### config.mk
export PLATFORM = sky130hd
export DESIGN_NAME = ecc_rmw_front
export DESIGN_NICKNAME = d
export VERILOG_FILES = /design/src/rtl/ecc_pkg.sv /design/src/rtl/ecc_encoder.sv /design/src/rtl/ecc_decoder.sv /design/src/rtl/ecc_lane_merge.sv /design/src/rtl/ecc_err_status.sv /design/src/rtl/ecc_rmw_front.sv
export SDC_FILE = /design/constraint.sdc
export NUM_CORES = 1
export LEC_CHECK = 0
export BUFFER_PORTS_ARGS = -buffer_cell sky130_fd_sc_hd__buf_2
export CAP_MARGIN = 10
export CORE_UTILIZATION = 35
export DETAILED_ROUTE_END_ITERATION = 8
export HOLD_SLACK_MARGIN = 0.1
export SLEW_MARGIN = 20
export SYNTH_ARGS = -nofsm -noshare
export SYNTH_HDL_FRONTEND = slang
export SYNTH_SLANG_ARGS = --single-unit
### constraint.sdc
create_clock -name clk -period 8.3 [get_ports clk]
set_input_delay 1.66 -clock clk [delete_from_list [all_inputs] [get_ports clk]]
set_output_delay 1.66 -clock clk [all_outputs]
set_load 0.01 [all_outputs]
### src/rtl/ecc_pkg.sv
// Shared definitions for the ECC front end: code widths, controller states
// and the SECDED helper functions. Assumes a fixed 32-bit data word.
package ecc_pkg;

    localparam int DATA_W  = 32;
    localparam int HAM_W   = 6;
    localparam int CHK_W   = HAM_W + 1;
    localparam int CODE_W  = DATA_W + CHK_W;
    localparam int LANES   = DATA_W / 8;
    localparam int LAST_POS = DATA_W + HAM_W;

    typedef enum logic [2:0] {
        ST_IDLE  = 3'd0,
        ST_READ  = 3'd1,
        ST_MERGE = 3'd2,
        ST_WRITE = 3'd3,
        ST_RESP  = 3'd4
    } ctrl_st_t;

    // Hamming parity bits: parity j covers positions with bit j set.
    function automatic logic [HAM_W-1:0] ham_bits(input logic [DATA_W-1:0] d);
        logic [HAM_W-1:0] h;
        int k;
        h = '0;
        k = 0;
        for (int p = 1; p <= LAST_POS; p++) begin
            logic [HAM_W-1:0] pv;
            pv = p[HAM_W-1:0];
            if ((pv & (pv - 1'b1)) != '0) begin
                for (int j = 0; j < HAM_W; j++)
                    if (pv[j]) h[j] = h[j] ^ d[k];
                k++;
            end
        end
        return h;
    endfunction

    // Data-bit mask that a syndrome points at (zero for parity positions).
    function automatic logic [DATA_W-1:0] flip_mask(input logic [HAM_W-1:0] s);
        logic [DATA_W-1:0] m;
        int k;
        m = '0;
        k = 0;
        for (int p = 1; p <= LAST_POS; p++) begin
            logic [HAM_W-1:0] pv;
            pv = p[HAM_W-1:0];
            if ((pv & (pv - 1'b1)) != '0) begin
                if (pv == s) m[k] = 1'b1;
                k++;
            end
        end
        return m;
    endfunction

endpackage

### src/rtl/ecc_encoder.sv
// SECDED encoder: builds the 39-bit stored word {overall parity, Hamming
// bits, data}. Purely combinational.
module ecc_encoder
    import ecc_pkg::*;
(
    input  logic [DATA_W-1:0] data_i,
    output logic [CODE_W-1:0] code_o
);
    logic [HAM_W-1:0] ham;

    // Compute Hamming bits and overall even parity.
    always_comb begin
        ham    = ham_bits(data_i);
        code_o = {^{ham, data_i}, ham, data_i};
    end
endmodule

### src/rtl/ecc_decoder.sv
// SECDED decoder: classifies a stored word and repairs one flipped bit.
// Assumes the layout produced by ecc_encoder. Combinational.
module ecc_decoder
    import ecc_pkg::*;
(
    input  logic [CODE_W-1:0] code_i,
    output logic [DATA_W-1:0] data_o,
    output logic              single_o,
    output logic              double_o
);
    logic [HAM_W-1:0] syn;
    logic             par_odd;
    logic             in_range;

    // Syndrome, parity and classification.
    always_comb begin
        syn      = ham_bits(code_i[DATA_W-1:0]) ^ code_i[DATA_W+HAM_W-1:DATA_W];
        par_odd  = ^code_i;
        in_range = (32'(syn) <= LAST_POS);
        single_o = par_odd && in_range;
        double_o = (!par_odd && syn != '0) || (par_odd && !in_range);
        data_o   = code_i[DATA_W-1:0] ^
                   ((par_odd && in_range) ? flip_mask(syn) : '0);
    end
endmodule

### src/rtl/ecc_lane_merge.sv
// Byte-lane merge: takes enabled lanes from the new word and the rest from
// the old word. One mux per lane.
module ecc_lane_merge
    import ecc_pkg::*;
(
    input  logic [DATA_W-1:0] old_i,
    input  logic [DATA_W-1:0] new_i,
    input  logic [LANES-1:0]  be_i,
    output logic [DATA_W-1:0] merged_o
);
    for (genvar l = 0; l < LANES; l++) begin : g_lane
        // Select the source of lane l.
        assign merged_o[8*l +: 8] = be_i[l] ? new_i[8*l +: 8] : old_i[8*l +: 8];
    end
endmodule

### src/rtl/ecc_err_status.sv
// Sticky error status: flags for correctable and uncorrectable errors plus
// the address of the first error since the last clear. Clear wins.
module ecc_err_status #(
    parameter int ADDR_W = 10
) (
    input  logic              clk,
    input  logic              rst_n,
    input  logic              clr_i,
    input  logic              ev_single_i,
    input  logic              ev_double_i,
    input  logic [ADDR_W-1:0] ev_addr_i,
    output logic              sbe_o,
    output logic              dbe_o,
    output logic [ADDR_W-1:0] addr_o
);
    // Update the sticky flags and the captured address.
    always_ff @(posedge clk) begin
        if (!rst_n || clr_i) begin
            sbe_o  <= 1'b0;
            dbe_o  <= 1'b0;
            addr_o <= '0;
        end else begin
            if (ev_single_i) sbe_o <= 1'b1;
            if (ev_double_i) dbe_o <= 1'b1;
            if ((ev_single_i || ev_double_i) && !sbe_o && !dbe_o)
                addr_o <= ev_addr_i;
        end
    end

    AST_CLR_WINS: assert property (@(posedge clk) disable iff (!rst_n)
        clr_i |=> (!sbe_o && !dbe_o));
endmodule

### src/rtl/ecc_rmw_front.sv
// ECC front end for a 32-bit word memory. Handles one request at a time:
// reads are checked and repaired, full writes are encoded directly, and
// partial writes run read / repair / merge / re-encode / write-back.
// Assumes the memory returns read data one cycle after mem_en with !mem_we.
module ecc_rmw_front
    import ecc_pkg::*;
#(
    parameter int ADDR_W = 10
) (
    input  logic              clk,
    input  logic              rst_n,
    input  logic              ecc_en,
    input  logic              req_valid,
    output logic              req_ready,
    input  logic              req_write,
    input  logic [ADDR_W-1:0] req_addr,
    input  logic [DATA_W-1:0] req_wdata,
    input  logic [LANES-1:0]  req_be,
    output logic              rsp_valid,
    output logic [DATA_W-1:0] rsp_rdata,
    output logic              rsp_corr,
    output logic              rsp_fail,
    output logic              mem_en,
    output logic              mem_we,
    output logic [ADDR_W-1:0] mem_addr,
    output logic [LANES:0]    mem_wbe,
    output logic [CODE_W-1:0] mem_wdata,
    input  logic [CODE_W-1:0] mem_rdata,
    input  logic              stat_clr,
    output logic              stat_sbe,
    output logic              stat_dbe,
    output logic [ADDR_W-1:0] stat_addr
);
    ctrl_st_t          state;
    logic [ADDR_W-1:0] r_addr;
    logic [DATA_W-1:0] r_wdata;
    logic [DATA_W-1:0] r_word;
    logic [LANES-1:0]  r_be;
    logic              r_write;
    logic              r_ecc;
    logic              r_corr;
    logic              r_fail;

    logic              accept;
    logic [DATA_W-1:0] dec_data;
    logic              dec_single;
    logic              dec_double;
    logic [DATA_W-1:0] old_word;
    logic              ev_single;
    logic              ev_double;
    logic [DATA_W-1:0] merged;

    ecc_decoder i_dec (
        .code_i   (mem_rdata),
        .data_o   (dec_data),
        .single_o (dec_single),
        .double_o (dec_double)
    );

    ecc_lane_merge i_merge (
        .old_i    (old_word),
        .new_i    (r_wdata),
        .be_i     (r_be),
        .merged_o (merged)
    );

    ecc_encoder i_enc (
        .data_i (r_word),
        .code_o (mem_wdata)
    );

    ecc_err_status #(.ADDR_W(ADDR_W)) i_stat (
        .clk         (clk),
        .rst_n       (rst_n),
        .clr_i       (stat_clr),
        .ev_single_i (ev_single),
        .ev_double_i (ev_double),
        .ev_addr_i   (r_addr),
        .sbe_o       (stat_sbe),
        .dbe_o       (stat_dbe),
        .addr_o      (stat_addr)
    );

    // Select checked or raw old word and qualify error events.
    always_comb begin
        accept    = req_valid && req_ready;
        old_word  = r_ecc ? dec_data : mem_rdata[DATA_W-1:0];
        ev_single = (state == ST_MERGE) && r_ecc && dec_single;
        ev_double = (state == ST_MERGE) && r_ecc && dec_double;
    end

    // Controller state and request registers.
    always_ff @(posedge clk) begin
        if (!rst_n) begin
            state   <= ST_IDLE;
            r_addr  <= '0;
            r_wdata <= '0;
            r_word  <= '0;
            r_be    <= '0;
            r_write <= 1'b0;
            r_ecc   <= 1'b0;
            r_corr  <= 1'b0;
            r_fail  <= 1'b0;
        end else begin
            unique case (state)
                ST_IDLE: if (accept) begin
                    r_addr  <= req_addr;
                    r_wdata <= req_wdata;
                    r_word  <= req_wdata;
                    r_be    <= req_be;
                    r_write <= req_write;
                    r_ecc   <= ecc_en;
                    r_corr  <= 1'b0;
                    r_fail  <= 1'b0;
                    if (req_write && (!ecc_en || (&req_be)))
                        state <= ST_WRITE;
                    else
                        state <= ST_READ;
                end
                ST_READ:  state <= ST_MERGE;
                ST_MERGE: begin
                    r_corr <= ev_single;
                    if (!r_write) begin
                        r_word <= old_word;
                        r_fail <= ev_double;
                        state  <= ST_RESP;
                    end else if (ev_double) begin
                        r_fail <= 1'b1;
                        state  <= ST_RESP;
                    end else begin
                        r_word <= merged;
                        state  <= ST_WRITE;
                    end
                end
                ST_WRITE: state <= ST_RESP;
                ST_RESP:  state <= ST_IDLE;
                default:  state <= ST_IDLE;
            endcase
        end
    end

    // Port outputs decoded from state.
    always_comb begin
        req_ready = (state == ST_IDLE);
        mem_en    = (state == ST_READ) || (state == ST_WRITE);
        mem_we    = (state == ST_WRITE);
        mem_addr  = r_addr;
        mem_wbe   = r_ecc ? {1'b1, {LANES{1'b1}}} : {1'b0, r_be};
        rsp_valid = (state == ST_RESP);
        rsp_rdata = r_write ? '0 : r_word;
        rsp_corr  = r_corr;
        rsp_fail  = r_fail;
    end

    AST_BUSY_AFTER_ACCEPT: assert property (@(posedge clk) disable iff (!rst_n)
        (req_valid && req_ready) |=> !req_ready);
    AST_RSP_ONE_CYCLE: assert property (@(posedge clk) disable iff (!rst_n)
        rsp_valid |=> !rsp_valid);
    AST_FAIL_NO_WRITEBACK: assert property (@(posedge clk) disable iff (!rst_n)
        (rsp_valid && rsp_fail) |-> !$past(mem_we));
    AST_FULL_WRITE_DIRECT: assert property (@(posedge clk) disable iff (!rst_n)
        (req_valid && req_ready && req_write && (!ecc_en || (&req_be)))
        |=> (mem_en && mem_we));
    AST_READ_NO_WRITEBACK: assert property (@(posedge clk) disable iff (!rst_n)
        (rsp_valid && !r_write) |-> !$past(mem_we));
endmodule

==> results.py, run 1 <==
metrics = {
    "status": {
        "status": "finished clean",
    },
    "drt": {
        "dr.first_iter.drc_count": 428,
        "wirelength_met1_um": 9150,
        "dr_wl_met3_um": 1750,
        "wire_per_inst_um": 18.7,
        "drc": 0,
        "top_layer": "met5",
        "met2WireLength_um": 9180,
        "ant_nets": 0,
        "vias": 5997,
        "vias_per_cell": 5.46,
        "drt_first_pass_iters": 5,
        "wl_um": 20600,
    },
    "floorplanning": {
        "dieHeight_um": 136,
        "core_region_area_um2": 17400,
        "fp.dieW_um": 136,
        "initial_utilization_pct": 36.0,
        "die_area_um2": 18400,
        "rows": 48,
        "io_pins": 195,
    },
    "power_and_ir_drop": {
        "power.switching_mw": 1.06,
        "finalPower_mw": 2.50,
        "pwr-share-seq_pct": 24.9,
        "p_leak_nw": 3.38,
        "clockPowerShare_pct": 18.7,
        "comb_power_share_pct": 56.4,
        "peakVddDrop_mv": 0.589,
        "powerDensity_nw_per_um2": 323,
        "p_int_mw": 1.44,
        "p_sw_share_pct": 42.4,
    },
    "finish": {
        "ff_latch_area_um2": 1940,
        "antenna_cells": 0,
        "nFillCells": 1736,
        "multi_input_comb_area_um2": 4140,
        "area_growth_pct": 23.6,
        "drive_gt1_share_pct": 27.7,
        "fin_nets": 959,
    },
    "timing": {
        "relSlewSlack_pct": 36.4,
        "setup_viol": 0,
        "hold_viol_final": 0,
        "fin_crit_ns": 4.60,
        "fin_worst_skew_ns": 0.00814,
        "slew_viol_final": 0,
        "rsz0062_at_grt": "false",
        "finalSetupTns_ns": 0,
        "clock.fmax_mhz": 218,
        "period_share_pct": 55.4,
        "worstMarginPinSlew_ns": 0.927,
    },
    "yosys": {
        "yosysMostFrequentCell": "dfxtp_1",
        "synth-seq-cells": 97,
        "synth_top_family_by_area": "XOR/XNOR gates",
        "netlist.area_leader.share_pct": 31.1,
        "synth_area_leader_cell": "dfxtp_1",
        "synth_edf_count": 0,
        "yosysSeqAreaShare_pct": 31.1,
        "syn_inst": 701,
        "synthTopCellsByArea": "dfxtp_1 (31%), xnor2_1 (11%), a22o_1 (8.1%)",
        "syn_area_per_cell_um2": 8.92,
        "synth_compound_area_share_pct": 18.9,
        "synth_nets": 792,
        "syn-cell-area_um2": 6250,
        "synth-simple-area-share_pct": 20.3,
        "muxShareOfSynthArea_pct": 5.12,
        "yosys-top-cells-count": "dfxtp_1 (97), xnor2_1 (80), a22o_1 (58)",
        "synth_flop_cell": "dfxtp_1",
        "synthAdderAreaFrac_pct": 0,
        "synth_xor_area_share_pct": 21.2,
        "async_flop_share_pct": 0,
        "synth_cell_types": 48,
        "yosysWarnings": 0,
    },
    "place": {
        "port_buffers": 194,
        "hpwl_um": 15600,
        "place_congestion": 0.904,
    },
    "grt": {
        "grt_max_degree": 56,
        "grt_pass1_vias": 5400,
        "grt_overflow": 0,
        "antenna_found_initial": 1,
        "grt_usage_pct": 22.9,
        "grt_pass1_wl_um": 31600,
    },
    "cts": {
        "clk_pin_slew_worst_paths_ns": 0.07,
        "cts_buffers": 9,
        "cts_resized": 0,
        "cts_hold_buf": 0,
        "root_buffer": "clkbuf_16",
        "post_cts_buffers": 0,
        "cts_sinks": 97,
        "cts_tree": "built",
        "insertion_delay_ns": 0.35,
        "cts.htree.levels": 3,
        "clk_path_buf_depth": 2,
    },
    "worst_setup_path": {
        "crit_fanout": 22,
        "required_ns": 8.51,
        "arrival_ns": 4.81,
        "crit_path_end_kind": "register",
        "worstSetupPathType": "in -> reg",
        "worst_setup_path_start_kind": "primary input",
    },
    "flow_run": {
        "maxCapViolCount": 0,
    },
    "worst_hold_path": {
        "hold_class": "reg -> reg",
    },
}
## routing by layer
layer  track usage, %  vias to the layer above
met4             7.62                        2
met3             4.68                       40
li1                 -                     2842
met1             31.2                     2815
met5                0                        -
met2             35.7                      298
## path summary, 6_finish.rpt
path,cells after the start,from,to,slack (ns)
max,10,mem_rdata[5],r_word[19]$_SDFFE_PN0P_,3.70
min,1,r_wdata[26]$_SDFFE_PN0P_,r_wdata[26]$_SDFFE_PN0P_,0.47
max reg2reg,7,r_ecc$_SDFFE_PN0P_,r_word[14]$_SDFFE_PN0P_,5.80
min reg2reg,1,r_wdata[26]$_SDFFE_PN0P_,r_wdata[26]$_SDFFE_PN0P_,0.47
## power groups by stage
stage	registers, mW	clock network, mW	logic, mW
4_1_cts	0.624	0.478	1.41
6_report	0.622	0.467	1.41
5_1_grt	0.636	0.500	1.54
3_5_place_dp	0.634	0	1.41
2_1_floorplan	0.625	0	0.991
3_3_place_gp	0.632	0	1.40
## sequential cells by signal (all words and copies together), names as in the netlist, 3 cells and up
register / flops
mem_addr: 10
state: 3
r_wdata: 32
i_stat.addr_o: 10
r_be: 4
r_word: 32
## per-stage QoR
stage	utilization, %	instances	worst slack, ns	instance area, µm²	hold slack (ns)
CTS	44.5	1098	3.69	7730	0.476
global route	44.5	1098	3.45	7730	0.486
detailed placement	42.6	1082	3.32	7400	0.456
floorplan	-	701	3.94	6250	0.441
global placement	42.6	1082	3.38	7400	0.453
finish	44.5	1098	3.70	7730	0.472
## layout by cell type, fill, tap and decap left out, drive strengths merged, types with 5 or more instances in the layout
master and n:
a22o 58, a31oi 7, o21ai 31, xor2 23
o221ai 7, a21oi 24, clkbuf 9, nor2 31
o41ai 8, nand2 52, or3 22, a211oi 9
xnor2 82, and2 5, buf 201, nor4 6
nor2b 35, nand3 23, nor3 29, nand2b 7
xnor3 16, or2 9, dfxtp 97, inv 8
mux2i 32, and3 20
## kinds of logic (layout without fill, tap and decap cells)
| family | after synthesis | in the layout |
|---|---|---|
| and+or+nand+nor | 245 | 245 |
| xor gates and xnor gates | 122 | 122 |
| AOI/OAI and AO/OA | 155 | 155 |
| DFF | 97 | 97 |
| muxes | 32 | 32 |
| buffers and inverters | 50 | 222 |
## layout make-up
| class | count | share of cell area, % |
|---|---|---|
| flip-flops and latches | 97 | 25.1 |
| repair buffers | 201 | 13.2 |
| clock buffers | 9 | 2.91 |
| well taps | 225 | 3.64 |
| inverters | 5 | 0.243 |
| clock inverters | 7 | 1.31 |
| multi-input cells | 554 | 53.5 |
## critical path, stage by stage
cell       delay [ns]
buf_2            0.13
xnor3_1          0.40
xnor2_1          0.36
xnor2_1          0.18
xnor3_2          0.37
mux2i_1          0.26
a2111oi_2        0.09
or3_1            0.52
o211ai_4         0.64
o41ai_1          0.18
Power figures use the tool's default switching activity.
==> inputs of run 2 (changes only) <==
- ABC_AREA: default -> 1
- clock period: 8.3 -> 4.34 ns (I/O delays scaled with it)
==> run 2 against run 1 <==
Critical path depth rose by 5. Largest power group unchanged. Sequential power rose by 86%. Clock skew rose by 0.0068 ns. Sequential cell count did not move. Combinational power rose by 140%. Total power rose by 120%. Design area rose by 20%. Sequential share of layout area fell by 4.2 points. Register-to-register slack got worse by 3.6 ns. Synthesized cell count rose by 88%. Highest routed layer unchanged.
==> results.py, run 2 <==
metrics = {
    "timing": {
        "fin_crit_ns": 3.69,
        "rsz0062_at_grt": "false",
        "worstMarginPinSlew_ns": 0.956,
        "hold_viol_final": 0,
        "slew_viol_final": 0,
        "whs_ns": 0.475,
        "finalSetupTns_ns": 0,
        "fin_worst_skew_ns": 0.0149,
        "clock.fmax_mhz": 271,
        "period_share_pct": 85.0,
        "setup_viol": 0,
        "relSlewSlack_pct": 36.0,
    },
    "grt": {
        "grt_pass1_wl_um": 44000,
        "grt_overflow": 0,
        "grt_usage_pct": 25.0,
        "grt_pass1_vias": 8236,
        "antenna_found_initial": 2,
        "grt_max_degree": 64,
    },
    "worst_setup_path": {
        "arrival_ns": 2.82,
        "worst_setup_path_start_kind": "register",
        "r2r_cells": 11,
        "required_ns": 3.47,
        "r2r-start": "state[2]$_SDFFE_PN0P_",
        "crit_path_end_kind": "output pin",
        "worstSetupPathType": "reg -> out",
        "rrSetupSlack_ns": 2.16,
        "crit_start": "r_word[25]$_SDFFE_PN0P_",
        "reg2reg_to": "r_word[9]$_SDFFE_PN0P_",
        "crit_fanout": 3,
    },
    "finish": {
        "final_cell_mix": "nand2_1 (384), inv_1 (206), buf_2 (194)",
        "instances_no_fill": 1768,
        "finalInstanceArea_um2": 9280,
        "reg_top3": "r_wdata (32), r_word (32)",
        "drive_gt1_share_pct": 17.6,
        "final_common_cell": "nand2_1",
        "area_growth_pct": 18.8,
        "nFillCells": 2420,
        "fin_nets": 1573,
    },
    "worst_hold_path": {
        "min-delay-start": "r_wdata[4]$_SDFFE_PN0P_",
        "hold_end": "r_wdata[4]$_SDFFE_PN0P_",
        "hold_path_depth": 2,
        "hold_class": "reg -> reg",
    },
    "cts": {
        "root_buffer": "clkbuf_16",
        "post_cts_buffers": 0,
        "insertion_delay_ns": 0.36,
        "cts_buffers": 9,
        "cts_tree": "built",
        "cts_hold_buf": 0,
        "clk_pin_slew_worst_paths_ns": 0.07,
        "clk_path_buf_depth": 2,
        "cts.htree.levels": 3,
        "cts_resized": 0,
        "cts_sinks": 97,
    },
    "yosys": {
        "synth_flop_cell": "dfxtp_1",
        "yosys-top-cells-count": "nand2_1 (384), inv_1 (207), nor2_1 (137)",
        "async_flop_share_pct": 0,
        "syn_area_per_cell_um2": 5.92,
        "syn_inst": 1319,
        "syn-cell-area_um2": 7810,
        "yosysWarnings": 0,
        "synth_cell_types": 32,
        "yosysSeqAreaShare_pct": 24.9,
        "netlist.area_leader.share_pct": 24.9,
        "synth_edf_count": 0,
        "synth_area_leader_cell": "dfxtp_1",
        "synthTopCellsByArea": "dfxtp_1 (25%), nand2_1 (18%), inv_1 (9.9%)",
        "synth-seq-cells": 97,
        "yosysMostFrequentCell": "nand2_1",
        "synth_nets": 1410,
    },
    "power_and_ir_drop": {
        "finalPower_mw": 5.42,
        "peakVddDrop_mv": 0.483,
        "p_leak_nw": 5.02,
        "powerDensity_nw_per_um2": 584,
    },
    "drt": {
        "drc": 0,
        "wl_um": 28300,
        "drt_first_pass_iters": 5,
        "wire_per_inst_um": 16.0,
        "vias_per_cell": 5.00,
        "ant_nets": 0,
        "dr.first_iter.drc_count": 576,
        "vias": 8844,
    },
    "status": {
        "status": "finished clean",
    },
    "place": {
        "hpwl_um": 22500,
        "port_buffers": 194,
        "placed_area_um2": 8970,
        "dp.cells": 1751,
        "place_congestion": 0.973,
    },
    "floorplanning": {
        "fp.dieW_um": 151,
        "die_area_um2": 22900,
        "core_region_area_um2": 21800,
        "initial_utilization_pct": 35.8,
        "rows": 54,
        "io_pins": 195,
        "dieHeight_um": 151,
    },
    "flow_run": {
        "maxCapViolCount": 0,
    },
}
==> run 2: cell families (layout without fill, tap and decap cells) <==
logic type	Yosys count	in the layout	synth area share (%)
AO/OA/AOI/OAI	140	140	10.2
XOR/XNOR	113	113	13.0
buffers and inverters	279	447	14.3
flip-flops	97	97	24.9
other	0	1	0
AND/OR/NAND/NOR	690	690	37.6
==> run 2: how the worst max path moves through the flow <==
| stage | to | slack, ns | cells after the start |
|---|---|---|---|
| after CTS | mem_wdata[38] | 0.65 | 15 |
| after floorplan | mem_wdata[38] | 1.30 | 14 |
| after detailed placement | r_word[8]$_SDFFE_PN0P_ | 0.49 | 20 |
| after global placement | r_word[8]$_SDFFE_PN0P_ | 0.44 | 20 |
| after global routing | mem_wdata[38] | 0.42 | 15 |
| final | mem_wdata[38] | 0.65 | 15 |
==> run 2: report_power, final <==
| group | switching [mW] | internal [mW] | leakage, nW |
|---|---|---|---|
| sequential | 0.139 | 1.02 | 0.798 |
| clock | 0.375 | 0.470 | 0.154 |
| combinational | 2.11 | 1.30 | 4.07 |
| total | 2.62 | 2.79 | 5.02 |
==> run 2: area by class of cell <==
class	instances	area [µm²]	share of cell area (%)
Multi-Input combinational cell	943	4770	51.3
Sequential cell	97	1940	20.9
Timing Repair Buffer	208	1080	11.6
Inverter	223	837	9.02
Tap cell	280	350	3.77
Clock buffer	10	239	2.57
Clock inverter	6	70.1	0.755
Antenna cell	1	2.50	0.0270
==> run 2: stage by stage <==
step,setup WS (ns),utilization (%)
2_1_floorplan,1.30,-
3_3_place_gp,0.441,41.1
3_5_place_dp,0.488,41.1
4_1_cts,0.645,42.5
5_1_grt,0.416,42.5
6_report,0.652,42.5
==> run 2: layer usage <==
metal  global-route usage (%)  vias up  wire [µm]
li1                         -     4458          -
met1                     31.2     4007      12200
met2                     42.8      322      13400
met3                     5.54       55       2080
met4                     6.95        2        635
met5                        0        -         12
==> run 2: worst max-delay path, cell delays in order (launching register included) <==
cell	delay [ns]
dfxtp_1	0.42
xor2_1	0.35
xnor2_1	0.24
xor2_1	0.32
xor2_1	0.13
or2_2	0.30
nand2_1	0.09
nand2_1	0.07
nand2_1	0.08
nand3_1	0.08
nand2_1	0.08
nand2_1	0.06
nand2_1	0.05
nand2_1	0.04
nand2_1	0.05
buf_2	0.12
